[src/rtl/cmp_pkg.sv]
package cmp_pkg;
  localparam int OP_W = 2;
  localparam logic [OP_W-1:0] OP_EQ  = 2'b00;
  localparam logic [OP_W-1:0] OP_GT  = 2'b01;
  localparam logic [OP_W-1:0] OP_GE  = 2'b10;
  localparam logic [OP_W-1:0] OP_RSV = 2'b11;
endpackage

[src/rtl/cmp_lane_eq.sv]
// Per-lane equality: one bit per byte lane.
module cmp_lane_eq #(
  parameter int LANES  = 8,
  parameter int LANE_W = 8,
  localparam int DATA_W = LANES * LANE_W
) (
  input  logic [DATA_W-1:0] a,
  input  logic [DATA_W-1:0] b,
  output logic [LANES-1:0]  lane_eq
);
  for (genvar i = 0; i < LANES; i++) begin : g_lane
    assign lane_eq[i] = (a[i*LANE_W +: LANE_W] == b[i*LANE_W +: LANE_W]);
  end
endmodule

[src/rtl/cmp_seg_reduce.sv]
// AND-reduce lane bits within each partition and spread the result.
// The forward chain holds the AND from the partition start up to lane i.
// The backward chain holds the AND from lane i up to the partition end.
// Their product is the AND over the whole partition.
module cmp_seg_reduce #(
  parameter int LANES = 8
) (
  input  logic [LANES-1:0] lane_eq,
  input  logic [LANES-2:0] split,
  output logic [LANES-1:0] seg_eq
);
  logic [LANES-1:0] fwd;
  logic [LANES-1:0] bwd;

  always_comb begin
    fwd[0] = lane_eq[0];
    for (int i = 1; i < LANES; i++) begin
      fwd[i] = lane_eq[i] & (split[i-1] | fwd[i-1]);
    end
  end

  always_comb begin
    bwd[LANES-1] = lane_eq[LANES-1];
    for (int i = LANES - 2; i >= 0; i--) begin
      bwd[i] = lane_eq[i] & (split[i] | bwd[i+1]);
    end
  end

  assign seg_eq = fwd & bwd;
endmodule

[src/rtl/cmp_op_mask.sv]
// Opcode decode: only equality passes the partition result.
module cmp_op_mask
  import cmp_pkg::*;
#(
  parameter int LANES = 8
) (
  input  logic [OP_W-1:0]  opcode,
  input  logic [LANES-1:0] seg_eq,
  output logic [LANES-1:0] result
);
  always_comb begin
    unique case (opcode)
      OP_EQ:   result = seg_eq;
      OP_GT,
      OP_GE,
      OP_RSV:  result = '0;
      default: result = '0;
    endcase
  end
endmodule

[src/rtl/part_eq_cmp.sv]
// Run-time partitioned equality comparator, combinational.
module part_eq_cmp
  import cmp_pkg::*;
#(
  parameter int LANES  = 8,
  parameter int LANE_W = 8,
  localparam int DATA_W = LANES * LANE_W
) (
  input  logic [DATA_W-1:0] a,
  input  logic [DATA_W-1:0] b,
  input  logic [LANES-2:0]  split,
  input  logic [OP_W-1:0]   opcode,
  output logic [LANES-1:0]  result
);
  logic [LANES-1:0] lane_eq;
  logic [LANES-1:0] seg_eq;

  cmp_lane_eq #(.LANES(LANES), .LANE_W(LANE_W)) u_lane (
    .a       (a),
    .b       (b),
    .lane_eq (lane_eq)
  );

  cmp_seg_reduce #(.LANES(LANES)) u_seg (
    .lane_eq (lane_eq),
    .split   (split),
    .seg_eq  (seg_eq)
  );

  cmp_op_mask #(.LANES(LANES)) u_mask (
    .opcode  (opcode),
    .seg_eq  (seg_eq),
    .result  (result)
  );
endmodule


[config.mk]
export PLATFORM = sky130hd
export DESIGN_NAME = part_eq_cmp
export DESIGN_NICKNAME = d
export VERILOG_FILES = /design/src/rtl/cmp_pkg.sv /design/src/rtl/cmp_lane_eq.sv /design/src/rtl/cmp_seg_reduce.sv /design/src/rtl/cmp_op_mask.sv /design/src/rtl/part_eq_cmp.sv
export SDC_FILE = /design/constraint.sdc
export NUM_CORES = 1
export LEC_CHECK = 0
export BUFFER_PORTS_ARGS = -buffer_cell sky130_fd_sc_hd__buf_2
export CAP_MARGIN = 20
export CORE_MARGIN = 1
export CORE_UTILIZATION = 28
export DETAILED_ROUTE_END_ITERATION = 16
export GPL_ROUTABILITY_DRIVEN = 0
export PLACE_DENSITY_LB_ADDON = 0.1
export SLEW_MARGIN = 30
export SYNTH_ARGS = -nofsm -noshare
export SYNTH_HDL_FRONTEND = slang
export SYNTH_SLANG_ARGS = --single-unit
[constraint.sdc]
create_clock -name vclk -period 1.2
set_input_delay 0.06 -clock vclk [all_inputs]
set_output_delay 0.06 -clock vclk [all_outputs]
set_load 0.005 [all_outputs]
==> qor.txt, run 1 <==
Seq Cell Count = 0
DRT antenna net count = 0
Peak VDD IR = 156 uV
area grow syn2layout = 109%
max-slew violations = 0
post-route minimum period = 1.73 ns
element type at the critical path end = primary output
Setup-failing EPs final = 8
WL final = 3.21 mm
Tcrit/Tclk final = 144%
TNS Setup = -3.06 ns
CP Launch Point = a[13]
Critical Path AT = 1.67 ns
Die X-Extent = 60.6 um
Sequential Area = 0 sq um
pre-CTS setup slack = -0.546 ns
Final Hold Fails = 0
Top Ports = 145
placed cell area = 1850 sq um
synth unique cells = 22
multi-input logic area = 1030 sq um
Vias = 1539
Total GRT Usage = 16.7%
critical path class = primary input to primary output
run status = finished, violations left
fin util = 63.6%
# diodes = 0
synthesized area = 961 sq um
crit start category = primary input
share of cells above drive strength 1 = 62.1%
Syn Nets = 268
chip height = 60.6 um
clk_buf instances = 0
DRT iter0 DRCs = 15
fin area = 2000 sq um
drt wl/cell = 9.53 um
core area = 3150 sq um
Post-layout nets = 432
die area = 3670 sq um
DP HPWL = 2.88 mm
DRC Markers = 0
failing checks = negative setup slack
Crit path required time = 1.14 ns
Cells after Synth = 131
Slew headroom = 79.1%
Max-Cap Viols = 0
# hold bufs at CTS = 0
Slew @ Worst Pin = 0.313 ns
PD cells = 270 nW/um^2
Remaining Overflow, GRT = 0
static leakage = 1.01 nW
mean number of vias per cell = 4.57
register area share after synthesis = 0%
Tightest Hold Check Type = primary input to primary output
PortBufs = 145
Ys Warns = 0
CP max FO = 3
syn avg cell area = 7.34 sq um
drt first pass iters = 4
Rows = 20
vias in the first global route = 1403
initial antenna violation count = 0
first-pass GRT wire length = 4.95 mm
largest net degree at the start of global routing = 6
unrepaired setup endpoints after global routing = true
hold path start = split[5]
FMAX = 0.579 GHz
Starting Density = 30.5%
fill count = 329
final setup margin = -0.527 ns
-- metal layers --
layer  wire length, um  GRT usage (%)
met5                 0              0
met4                 0          0.649
met3               357           1.28
met2              1690           36.7
met1              1170           17.5
-- critical path, stage by stage --
cell and delay [ns]:
buf_6 0.09, xor2_1 0.15, nor4_1 0.28, nand2_1 0.15
a221oi_4 0.34, a221oi_2 0.12, a2111oi_2 0.30, buf_2 0.17
-- kinds of logic after synthesis --
| family | count (synthesis) | share of synthesized area [%] |
|---|---|---|
| compound gates | 22 | 17.6 |
| xor+xnor | 64 | 58.3 |
| buf+inv | 6 | 2.34 |
| simple gates | 39 | 21.7 |
-- synth_stat cells --
cell type / n / share of area [%]
nor4_1: 9 / 5.9
a221oi_1: 1 / 0.91
o21a_1: 2 / 1.6
xor2_1: 40 / 36
a2111oi_2: 1 / 1.6
a31oi_1: 2 / 1.3
nor3_1: 4 / 2.1
or2_2: 1 / 0.65
nand4_1: 6 / 3.9
nor2_1: 8 / 3.1
o31ai_1: 1 / 0.78
o2111ai_1: 1 / 0.91
inv_1: 6 / 2.3
xnor2_1: 24 / 22
o211ai_1: 1 / 0.78
a221oi_2: 2 / 3.1
a32oi_1: 1 / 0.91
a21oi_1: 3 / 1.6
o21ai_0: 5 / 2.6
nor4_2: 2 / 2.6
a211oi_1: 2 / 1.6
nand2_1: 9 / 3.5
-- report_power, final --
group / leakage, nW / internal (W) / switching [W]
logic: 1.01 / 0.000325 / 0.000217
clock network: 0 / 0 / 0
registers: 0 / 0 / 0
-- what timing repair did --
item	CTS	global route
gates resized for setup	24	5
buffers inserted	2	1
endpoints found under the setup margin	8	8
pin swaps	21	6
-- per-stage QoR --
stage	total power (W)	hold WS (ns)	std cells
6_report	0.000542	0.478	337
5_1_grt	0.000601	0.524	337
4_1_cts	0.000538	0.464	336
3_5_place_dp	0.000507	0.459	335
3_3_place_gp	0.000501	0.479	335
2_1_floorplan	0.000208	0.224	131
-- layout make-up --
| class | count | share of cell area (%) |
|---|---|---|
| Multi-Input combinational cell | 125 | 51.2 |
| Timing Repair Buffer | 162 | 44.9 |
| Tap cell | 44 | 2.75 |
| Inverter | 6 | 1.12 |
-- path summary, 6_finish.rpt --
kind	endpoint	slack (ns)	cells past startpoint
worst max-delay path	result[7]	-0.53	8
worst min-delay path	result[6]	0.48	4
-- placed cells by master, fill, tap and decap left out, types with 2 or more instances in the layout --
cell type	synthesis	final
buf_4	0	16
o21ai_1	0	2
buf_6	0	8
a31oi_1	2	2
o21a_1	2	2
nand4_1	6	6
nor4_1	9	7
nor4_2	2	4
a221oi_2	2	2
nor3_2	0	2
o21ai_2	0	2
nor3_1	4	2
xnor2_1	24	24
xor2_1	40	40
nand2_1	9	7
nor2_1	8	7
nand2_2	0	2
inv_1	6	6
buf_2	0	138
No activity file was read; power rests on OpenSTA's default activity.
==> run 2, diff against run 1 <==
--- a/config.mk
+++ b/config.mk
@@ -7,8 +7,10 @@
 export LEC_CHECK = 0
 export BUFFER_PORTS_ARGS = -buffer_cell sky130_fd_sc_hd__buf_2
 export CAP_MARGIN = 20
+export CELL_PAD_IN_SITES_DETAIL_PLACEMENT = 1
+export CELL_PAD_IN_SITES_GLOBAL_PLACEMENT = 2
 export CORE_MARGIN = 1
-export CORE_UTILIZATION = 28
+export CORE_UTILIZATION = 12
 export DETAILED_ROUTE_END_ITERATION = 16
 export GPL_ROUTABILITY_DRIVEN = 0
 export PLACE_DENSITY_LB_ADDON = 0.1
==> constraint.sdc (replaced) <==
create_clock -name vclk -period 1.6
set_input_delay 0.08 -clock vclk [all_inputs]
set_output_delay 0.08 -clock vclk [all_outputs]
set_load 0.005 [all_outputs]
==> run 2 against run 1 <==
Effect of this change: the flow still finishes with violations (negative setup slack); first-iteration DRC count down 67%; via count up 1.2%; cell count rose by 16%; power fell by 22%; worst hold slack improved by 0.041 ns; utilization decreased by 36 points; final area is 5.7% higher; routed wire length is 34% higher; critical path depth unchanged; combinational power is 23% lower; critical endpoint unchanged; largest power group unchanged.
==> qor.txt, run 2 (same netlist as run 1, synthesis figures left out) <==
run status = finished, violations left
failing checks = negative setup slack
fin util = 27.4%
Hold Slack = 0.519 ns
drt first pass iters = 2
GR Util met3 = 1.42%
end of the critical path = result[7]
multi-input logic area = 1090 sq um
met1 usage = 10.4%
fin area = 2120 sq um
Setup-failing EPs final = 8
CP max FO = 3
largest net degree at the start of global routing = 6
FMAX = 0.560 GHz
Starting Density = 12.4%
Max-Cap Viols = 0
DRT antenna net count = 0
vias in the first global route = 1591
PD cells = 198 nW/um^2
Slew headroom = 71.7%
share of cells above drive strength 1 = 64.1%
element type at the critical path end = primary output
first-pass GRT wire length = 6.85 mm
initial antenna violation count = 0
Total Power = 0.000420 W
Rows = 32
PortBufs = 145
max-slew violations = 0
grt met2 use = 20.5%
area grow syn2layout = 120%
Tightest Hold Check Type = primary input to primary output
Die X-Extent = 91.5 um
static leakage = 1.01 nW
DRC Markers = 0
Remaining Overflow, GRT = 0
unrepaired setup endpoints after global routing = true
Final Hold Fails = 0
Slew @ Worst Pin = 0.423 ns
critical path class = primary input to primary output
Tcrit/Tclk final = 112%
Sequential Area = 0 sq um
# hold bufs at CTS = 0
crit start category = primary input
gr busiest metal = met2
fill count = 982
Critical Path AT = 1.71 ns
most frequent cells in the layout = 139 x buf_2, 37 x xor2_1, 24 x xnor2_1, 12 x buf_4, 9 x nor4_2
WL final = 4.30 mm
final setup margin = -0.187 ns
Top Ports = 145
DRT iter0 DRCs = 5
chip height = 91.5 um
commonest non-fill, non-tap cell in the layout = buf_2
mean number of vias per cell = 3.97
# diodes = 0
drt wl/cell = 11.0 um
die area = 8370 sq um
placed cell area = 1870 sq um
Total GRT Usage = 9.67%
Peak VDD IR = 61.0 uV
DP HPWL = 3.96 mm
core area = 7730 sq um
post-route minimum period = 1.79 ns
CP Launch Point = b[1]
Vias = 1558
clk_buf instances = 0
Crit path required time = 1.52 ns
Post-layout nets = 429
Seq Cell Count = 0
-- run 2: changes by cell type in the layout (fill, tap and decap cells not counted), moves of 2 or more --
| cell | previous run | this run |
|---|---|---|
| xor2_1 | 40 | 37 |
| nor4_1 | 7 | 2 |
| nor3_2 | 2 | 0 |
| xor2_2 | 0 | 3 |
| buf_4 | 16 | 12 |
| nor4_2 | 4 | 9 |
-- run 2: how the worst min path moves through the flow --
stage	start	cells after the start	to
detailed placement	split[4]	4	result[4]
floorplan	split[5]	2	result[6]
global route	split[4]	4	result[4]
global placement	split[5]	4	result[6]
finish	split[5]	4	result[6]
CTS	split[4]	4	result[4]
-- run 2: what timing repair did --
item                       CTS  global route
buffers inserted             3             4
gates resized for setup     16            21
pin swaps                   13            14
gates cloned                 0             0
setup endpoints to repair    8             8
-- run 2: layout make-up --
| cell class | instances | area share (%) |
|---|---|---|
| tap | 102 | 6.02 |
| multi-input combinational | 125 | 51.6 |
| timing repair buffer | 159 | 41.3 |
| inverter | 6 | 1.06 |
-- run 2: worst max-delay path: stages --
cell and delay [ns]:
buf_6 0.09, xor2_2 0.16, nor4_2 0.31, nand2_1 0.16, a221oi_4 0.28, a221oi_2 0.14
a2111oi_2 0.30, buf_2 0.17
-- run 2: through the flow --
stage | TNS [ns] | std cells | worst slack [ns]
floorplan | 0 | 131 | 0.162
global placement | -1.60 | 386 | -0.294
detailed placement | -1.51 | 386 | -0.310
CTS | -0.913 | 388 | -0.255
global route | -2.16 | 392 | -0.396
finish | -0.876 | 392 | -0.187
-- run 2: metal layers --
layer | up-vias | part of all wire [%]
li1 | 782 | -
met1 | 705 | 36
met2 | 71 | 55
met3 | 0 | 9.1
met4 | 0 | 0
met5 | - | 0
-- run 2: where the power goes --
group	switching, W	leakage [nW]	total [W]	internal (W)
Combinational	0.000181	1.01	0.000420	0.000239
Clock	0	0	0	0
Sequential	0	0	0	0
Total	0.000181	1.01	0.000420	0.000239
==> run 3, diff against run 2 <==
--- a/config.mk
+++ b/config.mk
@@ -8,9 +8,8 @@
 export BUFFER_PORTS_ARGS = -buffer_cell sky130_fd_sc_hd__buf_2
 export CAP_MARGIN = 20
 export CELL_PAD_IN_SITES_DETAIL_PLACEMENT = 1
-export CELL_PAD_IN_SITES_GLOBAL_PLACEMENT = 2
-export CORE_MARGIN = 1
-export CORE_UTILIZATION = 12
+export CELL_PAD_IN_SITES_GLOBAL_PLACEMENT = 1
+export CORE_UTILIZATION = 18
 export DETAILED_ROUTE_END_ITERATION = 16
 export GPL_ROUTABILITY_DRIVEN = 0
 export PLACE_DENSITY_LB_ADDON = 0.1
==> run 3 against run 2 <==
Effect of this change: the flow still finishes with violations (negative setup slack); clock-buffer cell count did not move; die area fell by 33%; sequential cell count did not move; worst hold slack improved by 0.013 ns; global-route usage rose by 2.0 points; combinational power fell by 4%; final area fell by 6.5%; non-clock buffer count fell by 6; utilization rose by 11 points; via count fell by 3.2%; critical path depth did not move; critical path type unchanged; highest routed layer unchanged.
==> qor.txt, run 3 (same netlist as run 1, synthesis figures left out) <==
run status = finished, violations left
# hold bufs at CTS = 0
DRC Markers = 0
DP HPWL = 3.49 mm
Slew headroom = 77.8%
drt wl/cell = 10.7 um
Crit path required time = 1.52 ns
pre-CTS setup slack = -0.274 ns
# diodes = 0
Seq pwr share = 0%
first-pass GRT wire length = 5.38 mm
most frequent cells in the layout = 139 x buf_2, 39 x xor2_1, 24 x xnor2_1, 9 x nor4_2
PD cells = 204 nW/um^2
Tcrit/Tclk final = 110%
Sequential Area = 0 sq um
core area = 5140 sq um
Remaining Overflow, GRT = 0
share of cells above drive strength 1 = 62.0%
Seq Cell Count = 0
dpl cells = 352
sw power = 0.000171 W
Starting Density = 18.7%
clk_buf instances = 0
final setup margin = -0.161 ns
Final Hold Fails = 0
Pint = 0.000233 W
WL final = 3.79 mm
fill count = 683
post-route minimum period = 1.76 ns
unrepaired setup endpoints after global routing = true
static leakage = 0.966 nW
largest net degree at the start of global routing = 6
drt first pass iters = 2
fin cells = 354
element type at the critical path end = primary output
die area = 5630 sq um
PortBufs = 145
Max-Cap Viols = 0
combinational power share = 100.0%
Setup-failing EPs final = 3
Rows = 26
placed cell area = 1820 sq um
Total GRT Usage = 11.7%
chip height = 75.1 um
Clock power frac = 0%
Post-layout nets = 423
mean number of vias per cell = 4.26
Critical Path AT = 1.68 ns
TNS Setup = -0.310 ns
DRT antenna net count = 0
Tightest Hold Check Type = primary input to primary output
multi-input logic area = 1040 sq um
Peak VDD IR = 75.7 uV
FMAX = 0.568 GHz
fin area = 1980 sq um
initial antenna violation count = 0
Vias = 1508
max-slew violations = 0
Slew @ Worst Pin = 0.333 ns
Die X-Extent = 75.1 um
DRT iter0 DRCs = 6
Net Sw Frac = 42.3%
crit start category = primary input
area grow syn2layout = 106%
commonest non-fill, non-tap cell in the layout = buf_2
critical path class = primary input to primary output
CP max FO = 3
failing checks = negative setup slack
Top Ports = 145
vias in the first global route = 1393
run 3: layout make-up:
cell class                      count  share of cell area (%)
Timing Repair Buffer              153                    41.8
Tap cell                           70                    4.42
Inverter                            6                    1.14
Multi-Input combinational cell    125                    52.7
run 3: critical path: stages:
cell	delay, ns
buf_2	0.10
xor2_1	0.16
nor4_2	0.34
nand2_1	0.14
a221oi_4	0.28
a221oi_2	0.12
a2111oi_2	0.29
buf_2	0.18
run 3: path summary, 6_finish.rpt:
check | end | slack (ns) | cells past startpoint | from
worst max-delay path | result[7] | -0.16 | 8 | b[7]
worst min-delay path | result[4] | 0.53 | 4 | split[3]
run 3: repair_timing:
action	4_1_cts	5_1_grt
setup buffers	2	1
setup endpoints to repair	8	8
pin swaps	15	15
resized for setup	11	19
run 3: through the flow:
stage | hold slack (ns) | utilization (%) | total power, W
final | 0.532 | 38.5 | 0.000404
after global routing | 0.557 | 38.5 | 0.000445
after CTS | 0.533 | 36.7 | 0.000392
after detailed placement | 0.533 | 35.4 | 0.000373
after floorplan | 0.264 | - | 0.000156
after global placement | 0.528 | 35.4 | 0.000369
run 3: power groups by stage:
stage | Combinational [W] | Sequential, W | Clock, W
detailed placement | 0.000373 | 0 | 0
CTS | 0.000392 | 0 | 0
finish | 0.000404 | 0 | 0
global route | 0.000445 | 0 | 0
global placement | 0.000369 | 0 | 0
floorplan | 0.000156 | 0 | 0
run 3: per-layer routing:
layer	vias to the layer above	share of wire, %	GRT usage (%)
met5	-	0	0
met4	0	0	0
met3	0	9.6	1.47
met2	80	53	23.8
met1	656	37	13.6
li1	772	-	-
